File: src/rtl/ovf_timer_pkg.sv
`timescale 1ns/1ps
package ovf_timer_pkg;
   // Counter width selection as seen by the counting stage
   typedef enum logic {
      CW_NARROW = 1'b0,
      CW_FULL   = 1'b1
   } cnt_width_e;

   // Smallest number of bits that can hold the value v
   function automatic int bits_for(input int v);
      int b;
      b = 1;
      while ((1 << b) <= v) b++;
      return b;
   endfunction
endpackage

File: src/rtl/ovf_timer_tickdiv.sv
`timescale 1ns/1ps
module ovf_timer_tickdiv #(
   parameter int DIV_LOG2 = 2
) (
   input  logic clk_i,
   input  logic rst_ni,
   input  logic run_i,
   output logic tick_o
);
   if (DIV_LOG2 < 1) begin : g_bad_div
      $error("DIV_LOG2 must be at least 1");
   end

   logic [DIV_LOG2-1:0] phase_q;

   always_ff @(posedge clk_i or negedge rst_ni) begin
      if (!rst_ni)     phase_q <= '0;
      else if (!run_i) phase_q <= '0;
      else             phase_q <= phase_q + 1'b1;
   end

   assign tick_o = run_i && (phase_q == '1);

   // the tick can never be high on two edges in a row
   a_r2_tick_spaced: assert property (@(posedge clk_i) disable iff (!rst_ni)
      tick_o |=> !tick_o);
endmodule

File: src/rtl/ovf_timer_presc.sv
`timescale 1ns/1ps
module ovf_timer_presc #(
   parameter int PSC_LOG2_MAX = 8,
   parameter int PSEL_W       = 4
) (
   input  logic              clk_i,
   input  logic              rst_ni,
   input  logic              run_i,
   input  logic              tick_i,
   input  logic [PSEL_W-1:0] sel_i,
   output logic              step_o
);
   if ((1 << PSEL_W) <= PSC_LOG2_MAX) begin : g_bad_sel
      $error("PSEL_W too narrow for PSC_LOG2_MAX");
   end

   if (PSC_LOG2_MAX == 0) begin : g_bypass
      logic unused_p;
      assign unused_p = clk_i ^ rst_ni ^ run_i ^ (^sel_i);
      assign step_o   = tick_i;
   end else begin : g_div
      localparam logic [PSEL_W-1:0] SEL_MAX = PSEL_W'(PSC_LOG2_MAX);

      logic [PSC_LOG2_MAX-1:0] pcnt_q;
      logic [PSC_LOG2_MAX-1:0] mask;
      logic [PSEL_W-1:0]       sel_c;

      // The exponent saturates at the largest ratio the counter can make
      always_comb begin
         sel_c = (sel_i > SEL_MAX) ? SEL_MAX : sel_i;
         for (int i = 0; i < PSC_LOG2_MAX; i++)
            mask[i] = (PSEL_W'(i) < sel_c);
      end

      always_ff @(posedge clk_i or negedge rst_ni) begin
         if (!rst_ni)     pcnt_q <= '0;
         else if (!run_i) pcnt_q <= '0;
         else if (tick_i) pcnt_q <= pcnt_q + 1'b1;
      end

      assign step_o = tick_i && ((pcnt_q & mask) == mask);

      // while disabled, no prescaled step may leave this stage
      a_r2_step_needs_run: assert property (@(posedge clk_i) disable iff (!rst_ni)
         !run_i |-> !step_o);
   end
endmodule

File: src/rtl/ovf_timer_count.sv
`timescale 1ns/1ps
module ovf_timer_count
   import ovf_timer_pkg::*;
#(
   parameter int CNT_W      = 16,
   parameter int NARROW_W   = 8,
   parameter bit HAS_NARROW = 1'b1
) (
   input  logic             clk_i,
   input  logic             rst_ni,
   input  logic             run_i,
   input  logic             step_i,
   input  logic             wide_i,
   input  logic [CNT_W-1:0] reload_i,
   output logic             ovf_o
);
   localparam logic [CNT_W-1:0] FULL_TOP   = '1;
   localparam logic [CNT_W-1:0] NARROW_TOP = CNT_W'((1 << NARROW_W) - 1);

   logic [CNT_W-1:0] cnt_q;
   logic [CNT_W-1:0] top_val;
   logic [CNT_W-1:0] load_val;

   if (HAS_NARROW) begin : g_two_widths
      cnt_width_e mode;
      assign mode     = cnt_width_e'(wide_i);
      assign top_val  = (mode == CW_FULL) ? FULL_TOP : NARROW_TOP;
      assign load_val = (mode == CW_FULL) ? reload_i
                      : {{(CNT_W-NARROW_W){1'b0}}, reload_i[NARROW_W-1:0]};
   end else begin : g_one_width
      logic unused_w;
      assign unused_w = wide_i;
      assign top_val  = FULL_TOP;
      assign load_val = reload_i;
   end

   always_ff @(posedge clk_i or negedge rst_ni) begin
      if (!rst_ni)     cnt_q <= '0;
      else if (!run_i) cnt_q <= load_val;
      else if (step_i) cnt_q <= (cnt_q == top_val) ? load_val : cnt_q + 1'b1;
   end

   assign ovf_o = step_i && (cnt_q == top_val);

   // in narrow mode with a steady setup the upper bits stay clear
   a_r3_narrow_upper: assert property (@(posedge clk_i) disable iff (!rst_ni)
      (HAS_NARROW && !wide_i && $past(!wide_i) && !$past(run_i))
      |-> (cnt_q[CNT_W-1:NARROW_W] == '0));
endmodule

File: src/rtl/ovf_timer_post.sv
`timescale 1ns/1ps
module ovf_timer_post #(
   parameter int POST_W = 10
) (
   input  logic              clk_i,
   input  logic              rst_ni,
   input  logic              run_i,
   input  logic              ovf_i,
   input  logic [POST_W-1:0] n_i,
   output logic              strobe_o
);
   logic [POST_W-1:0] ocnt_q;
   logic [POST_W-1:0] n_last;
   logic              strobe_q;

   // Index of the overflow that closes a period; a count of 0 acts as 1
   assign n_last = (n_i == '0) ? '0 : n_i - 1'b1;

   always_ff @(posedge clk_i or negedge rst_ni) begin
      if (!rst_ni) begin
         ocnt_q   <= '0;
         strobe_q <= 1'b0;
      end else begin
         strobe_q <= 1'b0;
         if (!run_i) begin
            ocnt_q <= '0;
         end else if (ovf_i) begin
            if (ocnt_q >= n_last) begin
               ocnt_q   <= '0;
               strobe_q <= 1'b1;
            end else begin
               ocnt_q <= ocnt_q + 1'b1;
            end
         end
      end
   end

   assign strobe_o = strobe_q;

   // a strobe is always caused by an overflow one edge earlier
   a_r7_strobe_from_ovf: assert property (@(posedge clk_i) disable iff (!rst_ni)
      strobe_o |-> $past(ovf_i));
   // the strobe lasts a single cycle
   a_r7_strobe_single: assert property (@(posedge clk_i) disable iff (!rst_ni)
      strobe_o |=> !strobe_o);
endmodule

File: src/rtl/ovf_timer.sv
`timescale 1ns/1ps
module ovf_timer #(
   parameter int CNT_W        = 16,
   parameter int NARROW_W     = 8,
   parameter bit HAS_NARROW   = 1'b1,
   parameter int PSC_LOG2_MAX = 8,
   parameter int PSEL_W       = ovf_timer_pkg::bits_for(PSC_LOG2_MAX),
   parameter int POST_W       = 10,
   parameter int DIV_LOG2     = 2
) (
   input  logic              clk_i,
   input  logic              rst_ni,
   input  logic              en_i,
   input  logic              wide_i,
   input  logic [PSEL_W-1:0] psc_sel_i,
   input  logic [CNT_W-1:0]  reload_i,
   input  logic [POST_W-1:0] post_n_i,
   input  logic              flag_clr_i,
   output logic              flag_o,
   output logic              wave_o,
   output logic              period_o
);
   if (HAS_NARROW && (NARROW_W >= CNT_W)) begin : g_bad_width
      $error("NARROW_W must be smaller than CNT_W");
   end
   if (POST_W < 1) begin : g_bad_post
      $error("POST_W must be at least 1");
   end

   logic tick;
   logic step;
   logic ovf;
   logic flag_q;
   logic wave_q;

   ovf_timer_tickdiv #(.DIV_LOG2(DIV_LOG2)) i_tickdiv (
      .clk_i (clk_i),
      .rst_ni(rst_ni),
      .run_i (en_i),
      .tick_o(tick)
   );

   ovf_timer_presc #(.PSC_LOG2_MAX(PSC_LOG2_MAX), .PSEL_W(PSEL_W)) i_presc (
      .clk_i (clk_i),
      .rst_ni(rst_ni),
      .run_i (en_i),
      .tick_i(tick),
      .sel_i (psc_sel_i),
      .step_o(step)
   );

   ovf_timer_count #(.CNT_W(CNT_W), .NARROW_W(NARROW_W), .HAS_NARROW(HAS_NARROW)) i_count (
      .clk_i   (clk_i),
      .rst_ni  (rst_ni),
      .run_i   (en_i),
      .step_i  (step),
      .wide_i  (wide_i),
      .reload_i(reload_i),
      .ovf_o   (ovf)
   );

   ovf_timer_post #(.POST_W(POST_W)) i_post (
      .clk_i   (clk_i),
      .rst_ni  (rst_ni),
      .run_i   (en_i),
      .ovf_i   (ovf),
      .n_i     (post_n_i),
      .strobe_o(period_o)
   );

   // Sticky flag: setting has priority over clearing
   always_ff @(posedge clk_i or negedge rst_ni) begin
      if (!rst_ni)         flag_q <= 1'b0;
      else if (ovf)        flag_q <= 1'b1;
      else if (flag_clr_i) flag_q <= 1'b0;
   end

   always_ff @(posedge clk_i or negedge rst_ni) begin
      if (!rst_ni)  wave_q <= 1'b0;
      else if (ovf) wave_q <= ~wave_q;
   end

   assign flag_o = flag_q;
   assign wave_o = wave_q;

   // an overflow is visible on the flag one edge later
   a_r4_flag_set: assert property (@(posedge clk_i) disable iff (!rst_ni)
      ovf |=> flag_o);
   // a clear without an overflow empties the flag
   a_r5_clear_works: assert property (@(posedge clk_i) disable iff (!rst_ni)
      (flag_clr_i && !ovf) |=> !flag_o);
   // each overflow flips the wave
   a_r6_wave_flip: assert property (@(posedge clk_i) disable iff (!rst_ni)
      ovf |=> (wave_o != $past(wave_o)));
   // nothing moves while the enable is low
   a_r8_idle_quiet: assert property (@(posedge clk_i) disable iff (!rst_ni)
      !en_i |=> ($stable(wave_o) && !period_o));
endmodule

File: config.mk
export PLATFORM = sky130hd
export DESIGN_NAME = ovf_timer
export DESIGN_NICKNAME = d
export VERILOG_FILES = /design/src/rtl/ovf_timer_pkg.sv /design/src/rtl/ovf_timer_tickdiv.sv /design/src/rtl/ovf_timer_presc.sv /design/src/rtl/ovf_timer_count.sv /design/src/rtl/ovf_timer_post.sv /design/src/rtl/ovf_timer.sv
export SDC_FILE = /design/constraint.sdc
export NUM_CORES = 1
export LEC_CHECK = 0
export BUFFER_PORTS_ARGS = -buffer_cell sky130_fd_sc_hd__clkbuf_2
export CAP_MARGIN = 0
export CELL_PAD_IN_SITES_DETAIL_PLACEMENT = 0
export CELL_PAD_IN_SITES_GLOBAL_PLACEMENT = 1
export CORE_ASPECT_RATIO = 0.6
export CORE_MARGIN = 4
export CORE_UTILIZATION = 30
export CTS_BUF_LIST = sky130_fd_sc_hd__clkbuf_4 sky130_fd_sc_hd__clkbuf_8
export DETAILED_ROUTE_END_ITERATION = 6
export PLACE_DENSITY = 0.6
export SYNTH_ARGS = -nofsm -noshare
export SYNTH_HDL_FRONTEND = slang
export SYNTH_SLANG_ARGS = --single-unit
File: constraint.sdc
create_clock -name clk_i -period 4.6 [get_ports clk_i]
set_clock_uncertainty 0.2 [all_clocks]
set_input_delay 0.69 -clock clk_i [delete_from_list [all_inputs] [get_ports clk_i]]
set_output_delay 0.69 -clock clk_i [all_outputs]
set_load 0.005 [all_outputs]
=== After elaboration in Yosys (flattened, before gate mapping) ===
Cells that the tools add are included.

* Bits in registers: 39
* Output and inout port bits: 3

* Add/subtract/negate cells: 5
* Order comparisons: 10
* Equal/unequal tests: 6
* Muxes and demuxes: 18
* Bitwise gates (word level): 2
* Reduce and logical (&&, ||, !) cells: 5

{| class="wikitable"
|+ Operators with widths
! cell !! number
|-
| $mux 16 || 5
|-
| $mux 10 || 4
|-
| $add 16x1->16 const B || 1
|-
| $eq 16x16->1 || 1
|-
| $lt 3x4->1 const A || 4
|-
| $mux 8 || 2
|-
| $add 10x1->10 const B || 1
|-
| $ge 10x10->1 || 1
|-
| $logic_not 10->1 || 1
|-
| $sub 10x1->10 const B || 1
|-
| $add 8x1->8 const B || 1
|-
| $and 8x8->8 || 1
|-
| $eq 8x8->1 || 1
|-
| $lt 1x4->1 const A || 2
|-
| $lt 2x4->1 const A || 2
|-
| $ne 2x1->1 const B || 3
|-
| $mux 1 || 5
|-
| $gt 4x4->1 const B || 1
|-
| $mux 4 || 1
|-
| $logic_and 1x1->1 || 3
|-
| $add 2x1->2 const B || 1
|-
| $eq 2x2->1 const B || 1
|-
| $mux 2 || 1
|-
| $reduce_bool 2->1 || 1
|-
| $not 1->1 || 1
|}

=== Depth between registers and ports, before layout ===
Gate-level depths: netlist of run 1.

* Depth in word-level cells: 9
* Mapped depth: 14

=== Hierarchy ===
Synthesis of run 1 repeated with hierarchy kept, for this count alone.

* Cells, all modules: 352
* Area, all modules: 3052.9 um^2

{| class="wikitable"
|+ Modules (own cells, without submodules)
! module !! times used !! cells an instance !! area each (um^2) !! seq. area each (um^2)
|-
| ovf_timer_count || 1 || 147 || 1233.7 || 400.4
|-
| ovf_timer_post || 1 || 137 || 1122.3 || 275.3
|-
| ovf_timer_presc || 1 || 57 || 536.8 || 200.2
|-
| ovf_timer_tickdiv || 1 || 6 || 88.8 || 50.0
|-
| ovf_timer || 1 || 5 || 71.3 || 50.0
|}

=== Worst setup path after synthesis of run 1 ===
OpenSTA, ideal clock, no wires.

* Kind: input-to-reg
* From: input post_n_i[7]
* To: register i_post.ocnt_q[8]
* Setup time: 65 ps
* Data arrival time: 3316 ps
* Required time: 4335 ps
* Setup slack: 1019 ps
* Stages: 12
* Buffers on the path: 1
* Cells stage by stage: or4_1 -> nor2_1 -> nand4b_1 -> nand2_1 -> ha_1 -> a2111oi_1 -> o21ai_0 -> o21ai_0 -> a21oi_1 -> buf_2 -> nor4_1 -> o21a_1

* Longest elaborated chain between the ends: 6

{| class="wikitable"
|+ Ends and longest elaborated chain
! what !! line !! text
|-
| from (decl) || ovf_timer.sv:17 || <nowiki>input logic [POST_W-1:0] post_n_i,</nowiki>
|-
| $sub 10x1->10 or $logic_not 10->1 (tied branches) || ovf_timer_post.sv:17 || <nowiki>assign n_last = (n_i == '0) ? '0 : n_i - 1'b1;</nowiki>
|-
| $mux 10 * || ovf_timer_post.sv:17 ||
|-
| $ge 10x10->1 * || ovf_timer_post.sv:28 || <nowiki>if (ocnt_q >= n_last) begin</nowiki>
|-
| $mux 10 * || ovf_timer_post.sv:28 ||
|-
| $mux 10 * || ovf_timer_post.sv:27 || <nowiki>end else if (ovf_i) begin</nowiki>
|-
| $mux 10 * || ovf_timer_post.sv:25 || <nowiki>if (!run_i) begin</nowiki>
|-
| to (signal assigned) || ovf_timer_post.sv:32 || <nowiki>ocnt_q <= ocnt_q + 1'b1;</nowiki>
|-
| to (decl) || ovf_timer_post.sv:12 || <nowiki>logic [POST_W-1:0] ocnt_q;</nowiki>
|}

Mark *: on every way between the ends. The rest lies on a longest branch, timed or not. The select of a mux whose other input is x is not followed.
A chain may end at the register's enable or synchronous reset.

=== Worst setup path in the final report of run 1 ===
* From: input post_n_i[7]
* To: register i_post.ocnt_q[6]

The elaborated chain is that of the path after synthesis.

==> results by group, run 1 <==
Synthesis
  • Share of flip-flops with an asynchronous set or reset after synthesis: 100%
  • Share of the yosys chip area belonging to registers: 33.7%
  • Register bit total from synthesis: 39
  • Gate count of the mapped netlist: 346
  • Mean instance size in the synthesized netlist: 8.37 um2
  • Unique cell type count in the Yosys netlist: 57
  • Syn Nets: 397
  • Most frequently used flop master after synthesis: sky130_fd_sc_hd__dfrtp_1
  • Synthesis Warnings: 0
  • Mapped Area: a little under 0.003 mm2
  • Post-synth EDFFs: 0

Worst hold path
  • Kind of path behind the tightest hold check: flop to flop

Place
  • Post-place instance area: 0.00320 mm2
  • Number of buffers added on ports: 37
  • Placer's final routability congestion estimate: 0.789
  • Total placed cells including tap cells: 500
  • Placed wire-length estimate after detailed placement: 6220 um
  • Post-Place Setup Slack: 0.272 ns

Setup path
  • Family of cells with the greatest summed delay on the critical path: simple AND/OR/NAND/NOR gates
  • Worst path buffer plus inverter count: 1
  • Setup slack, reg-to-reg: roughly 1.5 ns
  • Setup crit end kind: flop
  • Most Frequent Cell on Critical Path: sky130_fd_sc_hd__o21ai_0
  • Required time of the worst setup path: 4.63 ns
  • Startpoint class of the critical path: primary input
  • Largest fanout on the critical path: 12
  • Ordered list of cells on the worst path: clkbuf_2 > or4_1 > nor2_1 > nand4b_1 > nand2_1 > ha_1 > a2111oi_1 > o21ai_0 > o21ai_0 > a21oi_1 > and2b_4 > a32o_1
  • Slowest cell on the critical path: sky130_fd_sc_hd__a2111oi_1
  • Maximum single-stage delay on the critical path: 0.62 ns
  • Data arrival at the endpoint of the critical path: 4.11 ns
  • Type of the worst setup path: primary input to flop

CTS
  • Cts-stage hold buffer count: 0
  • Post-CTS repair timing setup buffer count: 0
  • Clock edge transition at the registers on the reported setup and hold paths: ~0.08 ns
  • Maximum count of clock buffers along a single path: 2
  • Clock network latency to the later pin of the worst-skew pair: 0.30 ns
  • Sinks on Clock Net: 39
  • Count of H-tree levels built during CTS: 2
  • TritonCTS clock tree: yes
  • Cells resized by post-CTS repair: 0
  • Cell at the root of the clock tree: sky130_fd_sc_hd__clkbuf_8
  • TritonCTS Buffers: 5

Routing
  • Remaining DRCs: 0
  • Iteration-0 DRC Markers: approximately 220
  • Number of vias per cell after detailed routing: between 5 and 6
  • Wirelength, routed: 8350 um
  • Detail Route Antenna Nets: 0
  • Total number of vias: 2,750
  • DR pass1 iterations: 5
  • Per-cell routed wire length: roughly 16 um

Global routing
  • Maximum number of pins on one net before global-route repair: 40
  • Antenna violations before repair: 0
  • Number of global-route vias before repair: 2,523
  • Combined global-route utilization of all metal layers: 15.2%
  • Total overflow reported by the global router: 0
  • Wire length of the first global-routing pass: between 10,000 and 15,000 um

Final layout
  • Synth-to-Final Area Change: 13.2%
  • Most common library cell in the layout ignoring fill and taps: sky130_fd_sc_hd__dfrtp_1
  • Final design instance area without fill: 0.00328 mm2
  • Final non-filler cell total: 506
  • Util after Layout: between 30% and 40%
  • Share of cells above drive strength 1: ~15%
  • Count of filler cells inserted in the layout: 986
  • Commonest non-fill, non-tap cells in the layout: sky130_fd_sc_hd__dfrtp_1 (39), sky130_fd_sc_hd__clkbuf_2 (37), sky130_fd_sc_hd__nor2_1 (31)
  • Count of antenna diodes in the layout: 0
  • Final nets: 428

Power
  • Total Power Consumption: 731 uW
  • Clock share of power: about 31%
  • Pleak: 1.42 nW
  • Comb pwr share: 17.0%
  • Sequential group share of total power: 52.5%
  • Areal power density over the cells: 223 mW/mm2
  • Maximum vdd ir drop: 0.0987 mV
  • Sw frac: 30.0%
  • Psw: 220 uW
  • Internal Dissipation: between 500 and 600 uW

Floorplanning
  • Vertical die dimension: between 80 and 90 um
  • Initial core utilization: 31.2%
  • Area of the placeable core: approximately 0.0093 mm2
  • Die outline area: 0.0113 mm2
  • Count of boundary I/O pins: 38
  • Core Rows: 27
  • Die X-Extent: 135 um

Timing
  • Final hold slack: between 0.2 and 0.25 ns
  • Total Neg Setup Slack: 0 ns
  • Least setup slack across all paths after layout: 0.517 ns
  • Measured slew at the worst slew-check pin: 1.04 ns
  • Number of pins exceeding their max-slew limit in the final report: 0
  • Achievable frequency: 245 MHz
  • Final Cycle Share: 88.8%
  • RSZ-0062 raised after global routing: no
  • Min Clock Period, post-route: 4.08 ns
  • Headroom to the max-slew limit: 30.9%
  • Number of hold-slack violations in the final timing report: 0
  • Finish-stage setup viols: 0

Flow run
  • Number of maximum-capacitance constraint violations: 0

Status
  • Outcome: finished clean
==> cell type report <==
type / instances / area (um2) / share of cell area, %
clock buffer: 5 / 68.8 / 2.10
clock inverter: 1 / 7.51 / 0.229
inverter: 11 / 41.3 / 1.26
multi-input combinational: 280 / 1810 / 55.3
sequential: 39 / 976 / 29.8
tap: 130 / 163 / 4.96
timing repair buffer: 40 / 208 / 6.34
==> cell usage after synthesis (all sizes together) (2+ instances only) <==
library cell / instances / area (um2)
or3: 3 / 18.8
nor3: 15 / 75.1
buf: 8 / 43.8
or2: 2 / 12.5
nand4: 9 / 62.6
o211ai: 4 / 30.0
nand3b: 2 / 15.0
a21oi: 27 / 135
a32o: 6 / 60.1
o22ai: 2 / 18.8
nand3: 18 / 95.1
o21a: 4 / 30.0
and2: 6 / 37.5
a211o: 2 / 17.5
nor2: 31 / 116
and3: 12 / 75.1
nand2: 30 / 113
mux2: 3 / 33.8
xnor2: 4 / 35.0
nor4: 10 / 68.8
o2bb2ai: 3 / 26.3
o21ai: 22 / 110
a311oi: 3 / 26.3
or4: 2 / 15.0
dfrtp: 39 / 976
xor2: 9 / 78.8
clkbuf: 8 / 30.0
nand2b: 3 / 18.8
and4: 2 / 17.5
a31o: 2 / 17.5
nor3b: 5 / 37.5
a2bb2oi: 2 / 23.8
a22o: 2 / 17.5
inv: 11 / 41.3
ha: 16 / 200
a2111oi: 2 / 18.8
a211oi: 5 / 37.5
mux2i: 2 / 20.0
==> metal layers <==
| layer | wire [um] | share of wire (%) | track usage [%] | vias up |
|---|---|---|---|---|
| met2 | 3070 | 37 | 18.2 | 73 |
| met4 | 72 | 0.86 | 3.42 | 0 |
| li1 | - | - | - | 1360 |
| met1 | 4680 | 56 | 25.9 | 1310 |
| met5 | 0 | 0 | 0 | - |
| met3 | 528 | 6.3 | 3.55 | 7 |
==> worst register-to-register path, stage by stage (launching register included) <==
cell	delay, ns
sky130_fd_sc_hd__dfrtp_1	0.47
sky130_fd_sc_hd__ha_1	0.30
sky130_fd_sc_hd__and4_1	0.20
sky130_fd_sc_hd__nand3_1	0.21
sky130_fd_sc_hd__a2bb2oi_2	0.72
sky130_fd_sc_hd__nand2_1	0.37
sky130_fd_sc_hd__a211o_1	0.35
sky130_fd_sc_hd__and3_1	0.16
==> power by group through the flow <==
stage               clock (mW)  combinational, mW  sequential, mW
floorplan                    0             0.0813           0.380
global placement             0              0.123           0.391
detailed placement           0              0.124           0.390
CTS                      0.238              0.125           0.383
global route             0.252              0.143           0.387
finish                   0.223              0.124           0.384
==> final timing paths <==
kind | endpoint | start | depth (start not counted)
worst max-delay path | i_post.ocnt_q[6]$_DFFE_PN0P_ | post_n_i[7] | 12
worst min-delay path | i_tickdiv.phase_q[0]$_DFF_PN0_ | i_tickdiv.phase_q[0]$_DFF_PN0_ | 1
worst max register to register | i_count.cnt_q[10]$_DFFE_PN0P_ | i_count.cnt_q[0]$_DFFE_PN0P_ | 7
worst min register to register | i_tickdiv.phase_q[0]$_DFF_PN0_ | i_tickdiv.phase_q[0]$_DFF_PN0_ | 1
max in group asynchronous | i_post.ocnt_q[4]$_DFFE_PN0P_ | rst_ni | 1
min in group asynchronous | i_count.cnt_q[11]$_DFFE_PN0P_ | rst_ni | 1
==> sequential cells by signal, indices dropped and copies added, names as in the netlist <==
name / count
i_post.strobe_o: 1
i_post.ocnt_q: 10
wave_o: 1
i_presc.g_div.pcnt_q: 8
i_tickdiv.phase_q: 2
i_count.cnt_q: 16
flag_o: 1
==> cells by family (layout without fill, tap and decap cells) <==
logic type	count (synthesis)	in the layout	share of synthesized area, %
xor gates and xnor gates	13	13	3.93
adders and majority gates	16	16	6.91
and+or+nand+nor	153	153	27.9
muxes	5	5	1.86
DFF	39	39	33.7
buffers and inverters	27	57	3.98
AOI/OAI and AO/OA	93	93	21.7
Note: power is estimated with default switching activity, not from simulation.
==> run 2, diff against run 1 <==
==> constraint.sdc (replaced) <==
create_clock -name clk_i -period 4.6 [get_ports clk_i]
set_clock_uncertainty 0.2 [all_clocks]
set_input_delay 0.92 -clock clk_i [delete_from_list [all_inputs] [get_ports clk_i]]
set_output_delay 0.92 -clock clk_i [all_outputs]
set_load 0.005 [all_outputs]
==> run 2 against run 1 <==
Compared with the run above: worst setup slack got worse by 0.089 ns; sequential cell count unchanged; die area unchanged; critical endpoint is now i_post.ocnt_q[0]$_DFFE_PN0P_.
==> results by group, run 2 (same netlist as run 1, synthesis figures left out) <==
Status
  • Outcome: finished clean

Flow run
  • Number of maximum-capacitance constraint violations: 0 (unchanged)

Worst hold path
  • Sink of the worst hold path: i_tickdiv.phase_q[0]$_DFF_PN0_
  • Startpoint of the lowest-slack hold path: i_tickdiv.phase_q[0]$_DFF_PN0_
  • Depth of the worst hold-timing path: 1 (unchanged)
  • Kind of path behind the tightest hold check: flop to flop

Floorplanning
  • Die X-Extent: 135 um (unchanged)
  • Vertical die dimension: 84.1 um (unchanged)
  • Die outline area: 0.0113 mm2 (unchanged)
  • Initial core utilization: 31.2% (unchanged)
  • Count of boundary I/O pins: 38 (unchanged)
  • Core Rows: 27 (unchanged)
  • Area of the placeable core: 0.00929 mm2 (unchanged)

Place
  • Placed wire-length estimate after detailed placement: 6030 um (-3.0%)
  • Placer's final routability congestion estimate: 0.794 (+0.66%)
  • Number of buffers added on ports: 37 (unchanged)
  • Total placed cells including tap cells: 502 (+0.40%)
  • Post-place instance area: 0.00322 mm2 (+0.47%)

CTS
  • Sinks on Clock Net: 39 (unchanged)
  • Post-CTS repair timing setup buffer count: 0 (unchanged)
  • Count of H-tree levels built during CTS: 2 (unchanged)
  • Clock edge transition at the registers on the reported setup and hold paths: 0.09 ns (about the same)
  • TritonCTS clock tree: yes
  • Maximum count of clock buffers along a single path: 2 (unchanged)
  • Cell at the root of the clock tree: sky130_fd_sc_hd__clkbuf_8
  • TritonCTS Buffers: 5 (unchanged)
  • Clock network latency to the later pin of the worst-skew pair: 0.31 ns (about the same)

Final layout
  • Final design instance area without fill: 0.00334 mm2 (+2.0%)
  • Leading registers by flop count: i_count.cnt_q (16), i_post.ocnt_q (10), i_presc.g_div.pcnt_q (8)
  • Share of cells above drive strength 1: 16.6% (+1.2 points)
  • Register name with the most flops: i_count.cnt_q
  • Most common library cell in the layout ignoring fill and taps: sky130_fd_sc_hd__dfrtp_1
  • Count of filler cells inserted in the layout: 979 (-0.71%)
  • Final nets: 430 (+0.47%)
  • Commonest non-fill, non-tap cells in the layout: sky130_fd_sc_hd__dfrtp_1 (39), sky130_fd_sc_hd__clkbuf_2 (37), sky130_fd_sc_hd__nor2_1 (31)
  • Count of antenna diodes in the layout: 0 (unchanged)
  • Largest register FFs: 16 (unchanged)
  • Final non-filler cell total: 510 (+0.79%)
  • Synth-to-Final Area Change: 15.4%
  • Util after Layout: 36.0% (+0.70 points)

Power
  • Total Power Consumption: 825 uW (+13%)
  • Sequential group share of total power: 46.4% (-6.1 points)
  • Areal power density over the cells: 247 mW/mm2 (+11%)
  • Clock share of power: 38.3% (+7.8 points)
  • Sw frac: 28.5% (-1.6 points)
  • Maximum vdd ir drop: 0.113 mV (+14%)
  • Comb pwr share: 15.2% (-1.8 points)
  • Internal Dissipation: 590 uW (+15%)
  • Pleak: 1.46 nW (+2.7%)
  • Psw: 235 uW (+7.0%)

Timing
  • Number of hold-slack violations in the final timing report: 0 (unchanged)
  • RSZ-0062 raised after global routing: no
  • Total Neg Setup Slack: 0 ns (unchanged)
  • Final Cycle Share: 90.7% (+1.9 points)
  • Measured slew at the worst slew-check pin: 1.03 ns (-0.00526 ns)
  • Min Clock Period, post-route: 4.17 ns (+0.0887 ns)
  • Headroom to the max-slew limit: 31.2% (+0.35 points)
  • Finish-stage setup viols: 0 (unchanged)
  • Achievable frequency: 240 MHz (-2.1%)
  • Number of pins exceeding their max-slew limit in the final report: 0 (unchanged)

Routing
  • Number of vias per cell after detailed routing: 5.33 (-1.9%)
  • Iteration-0 DRC Markers: 208 (-7.1%)
  • Remaining DRCs: 0 (unchanged)
  • DR pass1 iterations: 5 (unchanged)
  • Total number of vias: 2,719 (-1.1%)
  • Wirelength, routed: 8080 um (-3.1%)
  • Per-cell routed wire length: 15.8 um (-3.9%)
  • Detail Route Antenna Nets: 0 (unchanged)

Global routing
  • Antenna violations before repair: 0 (unchanged)
  • Total overflow reported by the global router: 0 (unchanged)
  • Number of global-route vias before repair: 2,385 (-5.5%)
  • Wire length of the first global-routing pass: 13,100 um (-4.1%)
  • Combined global-route utilization of all metal layers: 14.5% (-0.71 points)
  • Maximum number of pins on one net before global-route repair: 40 (unchanged)

Setup path
  • Setup crit end kind: flop
  • Largest fanout on the critical path: 12 (unchanged)
  • Setup slack, reg-to-reg: 1.56 ns (+0.05 ns)
  • Startpoint class of the critical path: primary input
  • Type of the worst setup path: primary input to flop
  • Required time of the worst setup path: 4.64 ns (about the same)
  • Worst reg2reg path depth: 7 (unchanged)
  • Data arrival at the endpoint of the critical path: 4.22 ns (+0.11 ns)
  • R2r endpoint: i_count.cnt_q[10]$_DFFE_PN0P_
  • Launch point of the worst reg-to-reg path: i_count.cnt_q[0]$_DFFE_PN0P_
-- run 2: cell types whose count changed in the layout (fill, tap and decap cells not counted) --
cell / delta
sky130_fd_sc_hd__buf_4: +2
sky130_fd_sc_hd__a2111oi_1: -1
sky130_fd_sc_hd__a2111oi_2: +1
sky130_fd_sc_hd__bufinv_16: +1
sky130_fd_sc_hd__clkbuf_8: +1
sky130_fd_sc_hd__clkinvlp_4: -1
sky130_fd_sc_hd__inv_6: +1
-- run 2: how the worst max path moves through the flow --
stage                                               to  cells past startpoint   startpoint  slack (ns)
after CTS                 i_post.ocnt_q[4]$_DFFE_PN0P_                     12  post_n_i[7]        0.35
final                     i_post.ocnt_q[0]$_DFFE_PN0P_                     12  post_n_i[7]        0.43
after detailed placement  i_post.ocnt_q[0]$_DFFE_PN0P_                     12  post_n_i[7]        0.05
after global placement    i_post.ocnt_q[0]$_DFFE_PN0P_                     12  post_n_i[7]        0.13
after global routing      i_post.ocnt_q[3]$_DFFE_PN0P_                     12  post_n_i[7]        0.19
after floorplan           i_post.ocnt_q[8]$_DFFE_PN0P_                     12  post_n_i[7]        0.79
-- run 2: worst max-delay path, cell delays in order --
cell and delay [ns]:
sky130_fd_sc_hd__clkbuf_2 0.09, sky130_fd_sc_hd__or4_1 0.54, sky130_fd_sc_hd__nor2_1 0.18, sky130_fd_sc_hd__nand4b_1 0.36, sky130_fd_sc_hd__nand2_1 0.17, sky130_fd_sc_hd__ha_1 0.27
sky130_fd_sc_hd__a2111oi_2 0.47, sky130_fd_sc_hd__o21ai_0 0.18, sky130_fd_sc_hd__o21ai_0 0.20, sky130_fd_sc_hd__a21oi_1 0.27, sky130_fd_sc_hd__and2b_4 0.41, sky130_fd_sc_hd__a31o_1 0.15
-- run 2: layout make-up --
| class | instances | area, um2 | share of cell area (%) |
|---|---|---|---|
| multi-input cells | 280 | 1820 | 54.4 |
| flip-flops and latches | 39 | 976 | 29.2 |
| well taps | 130 | 163 | 4.87 |
| clock buffers | 6 | 82.6 | 2.47 |
| clock inverters | 2 | 38.8 | 1.16 |
| repair buffers | 42 | 223 | 6.66 |
| inverters | 11 | 41.3 | 1.24 |
-- run 2: layer usage --
layer / global-route usage, % / wire, um / vias up
li1: - / - / 1359
met1: 25.6 / 4880 / 1281
met2: 16.8 / 2790 / 74
met3: 3.25 / 380 / 5
met4: 2.40 / 31 / 0
met5: 0 / 0 / -
-- run 2: what timing repair did --
action | 4_1_cts | 5_1_grt
resized for setup | 0 | 1
endpoints found under the setup margin | 0 | 5
hold buffers | 0 | 0
-- run 2: power by group through the flow --
stage / registers [mW] / clock network (mW) / logic (mW)
after floorplan: 0.380 / 0 / 0.0813
after global placement: 0.391 / 0 / 0.123
after detailed placement: 0.390 / 0 / 0.124
after CTS: 0.383 / 0.323 / 0.126
after global routing: 0.386 / 0.338 / 0.143
final: 0.383 / 0.316 / 0.126
-- run 2: per-stage QoR --
step | setup WS [ns] | hold WS, ns
after global placement | 0.125 | 0.222
after global routing | 0.187 | 0.264
final | 0.428 | 0.232
after CTS | 0.349 | 0.240
after detailed placement | 0.0461 | 0.228
after floorplan | 0.789 | 0.203
==> run 3, diff against run 2 <==
Clock period 4.6 ns to 5.05 ns, I/O delays scaled along.
==> run 3 against run 2 <==
Compared with the run above: via count up 0.15%; core utilization is 0.57 points lower; design area fell by 1.6%; non-clock buffer count is 2 lower; sequential share of layout area grew 0.47 points; clock power decreased by 28%; hold slack improved by 0.0098 ns; final cell count is 0.39% lower; count of clock-buffer cells in the layout did not move; combinational power fell by 9.5%; worst setup slack improved by 0.12 ns.
==> results by group, run 3 (same netlist as run 1, synthesis figures left out) <==
Routing
  • DR pass1 iterations: 4 (-1)
  • Number of vias per cell after detailed routing: 5.36 (+0.54%)
  • Wirelength, routed: 8470 um (+4.8%)
  • Per-cell routed wire length: 16.7 um (+5.2%)
  • Iteration-0 DRC Markers: 214 (+2.9%)
  • Remaining DRCs: 0 (unchanged)
  • Detail Route Antenna Nets: 0 (unchanged)
  • Total number of vias: 2,723 (+0.15%)

Global routing
  • Routing usage on met2: 18.6% (+1.8 points)
  • Antenna violations before repair: 0 (unchanged)
  • Wire length of the first global-routing pass: 13,700 um (+4.5%)
  • GR Util met1: 25.0% (-0.62 points)
  • Total overflow reported by the global router: 0 (unchanged)
  • Maximum number of pins on one net before global-route repair: 40 (unchanged)
  • Most Used Layer, Global Route: met1
  • Met3 global-route usage: 5.06% (+1.8 points)
  • Combined global-route utilization of all metal layers: 15.2% (+0.67 points)
  • Number of global-route vias before repair: 2,512 (+5.3%)

CTS
  • Maximum count of clock buffers along a single path: 2 (unchanged)
  • Clock edge transition at the registers on the reported setup and hold paths: 0.08 ns (about the same)
  • Cell at the root of the clock tree: sky130_fd_sc_hd__clkbuf_8
  • Sinks on Clock Net: 39 (unchanged)
  • TritonCTS clock tree: yes
  • TritonCTS Buffers: 5 (unchanged)
  • Clock network latency to the later pin of the worst-skew pair: 0.30 ns (about the same)
  • Count of H-tree levels built during CTS: 2 (unchanged)
  • Cts-stage hold buffer count: 0 (unchanged)
  • Cells resized by post-CTS repair: 0 (unchanged)
  • Post-CTS repair timing setup buffer count: 0 (unchanged)

Power
  • Psw: 215 uW (-8.7%)
  • Clock share of power: 32.9% (-5.4 points)
  • Sequential group share of total power: 50.6% (+4.2 points)
  • Sw frac: 31.1% (+2.6 points)
  • Areal power density over the cells: 210 mW/mm2 (-15%)
  • Pleak: 1.43 nW (-2.0%)
  • Internal Dissipation: 476 uW (-19%)
  • Maximum vdd ir drop: 0.0860 mV (-24%)
  • Comb pwr share: 16.5% (+1.3 points)

Floorplanning
  • Area of the placeable core: 0.00929 mm2 (unchanged)
  • Vertical die dimension: 84.1 um (unchanged)
  • Die X-Extent: 135 um (unchanged)
  • Core Rows: 27 (unchanged)
  • Count of boundary I/O pins: 38 (unchanged)
  • Die outline area: 0.0113 mm2 (unchanged)
  • Initial core utilization: 31.2% (unchanged)

Setup path
  • Ordered list of cells on the worst path: clkbuf_2 > or4_1 > nor2_1 > nand4b_1 > nand2_1 > ha_1 > a2111oi_1 > o21ai_0 > o21ai_0 > a21oi_1 > and2b_4 > a32o_1
  • Startpoint class of the critical path: primary input
  • Slowest cell on the critical path: sky130_fd_sc_hd__a2111oi_1
  • Required time of the worst setup path: 5.09 ns (+0.45 ns)
  • Type of the worst setup path: primary input to flop
  • Most Frequent Cell on Critical Path: sky130_fd_sc_hd__o21ai_0
  • Setup crit end kind: flop
  • Data arrival at the endpoint of the critical path: 4.54 ns (+0.32 ns)
  • Largest fanout on the critical path: 12 (unchanged)
  • Maximum single-stage delay on the critical path: 0.67 ns (+0.13 ns)

Timing
  • Number of pins exceeding their max-slew limit in the final report: 0 (unchanged)
  • Number of hold-slack violations in the final timing report: 0 (unchanged)
  • RSZ-0062 raised after global routing: no
  • Final Cycle Share: 89.1%
  • Min Clock Period, post-route: 4.50 ns
  • Headroom to the max-slew limit: 29.1% (-2.1 points)
  • Total Neg Setup Slack: 0 ns (unchanged)
  • Achievable frequency: between 200 and 250 MHz
  • Measured slew at the worst slew-check pin: 1.06 ns (+0.0320 ns)
  • Finish-stage setup viols: 0 (unchanged)

Worst hold path
  • Kind of path behind the tightest hold check: flop to flop

Final layout
  • Multi-input combinational cell area: 0.00181 mm2 (-0.28%)
  • Leading registers by flop count: i_count.cnt_q (16), i_post.ocnt_q (10), i_presc.g_div.pcnt_q (8)
  • Area occupied by registers: 976 um2 (unchanged)
  • Share of cells above drive strength 1: 15.9% (-0.71 points)
  • Commonest non-fill, non-tap cells in the layout: sky130_fd_sc_hd__dfrtp_1 (39), sky130_fd_sc_hd__clkbuf_2 (37), sky130_fd_sc_hd__nor2_1 (31)
  • Final design instance area without fill: 0.00329 mm2 (-1.6%)
  • Util after Layout: 35.4% (-0.57 points)
  • Count of filler cells inserted in the layout: 978 (-0.10%)
  • Count of antenna diodes in the layout: 0 (unchanged)
  • Final nets: 428 (-0.47%)
  • Final non-filler cell total: 508 (-0.39%)
  • Largest register FFs: 16 (unchanged)
  • Synth-to-Final Area Change: 13.6%
  • Register name with the most flops: i_count.cnt_q
  • Most common library cell in the layout ignoring fill and taps: sky130_fd_sc_hd__dfrtp_1

Place
  • Placed wire-length estimate after detailed placement: 6210 um (+2.9%)
  • Total placed cells including tap cells: 500 (-0.40%)
  • Post-place instance area: 0.00320 mm2 (-0.47%)
  • Number of buffers added on ports: 37 (unchanged)
  • Placer's final routability congestion estimate: 0.789 (-0.66%)

Flow run
  • Number of maximum-capacitance constraint violations: 0 (unchanged)

Status
  • Outcome: finished clean
-- run 3: cell types whose count changed in the layout (fill, tap and decap cells not counted), sizes merged --
cell	delta
clkinv	+1
inv	-1
buf	-2
bufinv	-1
clkinvlp	+1
-- run 3: worst paths after layout --
check / cells past startpoint / from / endpoint / slack [ns]
hold / removal: 1 / i_tickdiv.phase_q[0]$_DFF_PN0_ / i_tickdiv.phase_q[0]$_DFF_PN0_ / 0.24
min in group asynchronous: 1 / rst_ni / i_presc.g_div.pcnt_q[3]$_DFFE_PN0P_ / 0.67
setup reg to reg: 7 / i_count.cnt_q[0]$_DFFE_PN0P_ / i_count.cnt_q[10]$_DFFE_PN0P_ / 1.96
setup / recovery: 12 / post_n_i[7] / i_post.ocnt_q[2]$_DFFE_PN0P_ / 0.55
max in group asynchronous: 1 / rst_ni / i_count.cnt_q[3]$_DFFE_PN0P_ / 3.31
hold reg to reg: 1 / i_tickdiv.phase_q[0]$_DFF_PN0_ / i_tickdiv.phase_q[0]$_DFF_PN0_ / 0.24
-- run 3: worst max-delay path, delay by kind of cell --
| family | cells | cell delay, ns |
|---|---|---|
| AO/OA/AOI/OAI | 5 | 1.48 |
| adder cells (fa/ha/maj) | 1 | 0.26 |
| buffers and inverters | 1 | 0.09 |
| AND/OR/NAND/NOR | 5 | 1.70 |
-- run 3: layer usage --
layer,share of wire (%),wire [um],vias up
li1,-,-,1360
met1,55,4650,1285
met2,37,3110,73
met3,7.9,666,5
met4,0.52,44,0
met5,0,0,-
-- run 3: through the flow --
step | setup WS [ns] | hold slack [ns] | power, mW
2_1_floorplan | 1.15 | 0.203 | 0.420
3_3_place_gp | 0.474 | 0.217 | 0.468
3_5_place_dp | 0.328 | 0.229 | 0.469
4_1_cts | 0.645 | 0.242 | 0.696
5_1_grt | 0.356 | 0.251 | 0.731
6_report | 0.548 | 0.242 | 0.691
-- run 3: layout make-up --
type / count / area share [%]
clock inverter: 2 / 0.380
sequential: 39 / 29.7
multi-input combinational: 280 / 55.1
clock buffer: 6 / 2.32
timing repair buffer: 40 / 6.31
tap: 130 / 4.94
inverter: 11 / 1.26
-- run 3: power by group through the flow --
stage                     combinational [mW]  clock [mW]  sequential, mW
after floorplan                       0.0740           0           0.346
after global placement                 0.112           0           0.356
after detailed placement               0.113           0           0.355
after CTS                              0.114       0.232           0.349
after global routing                   0.131       0.247           0.352
final                                  0.114       0.227           0.350
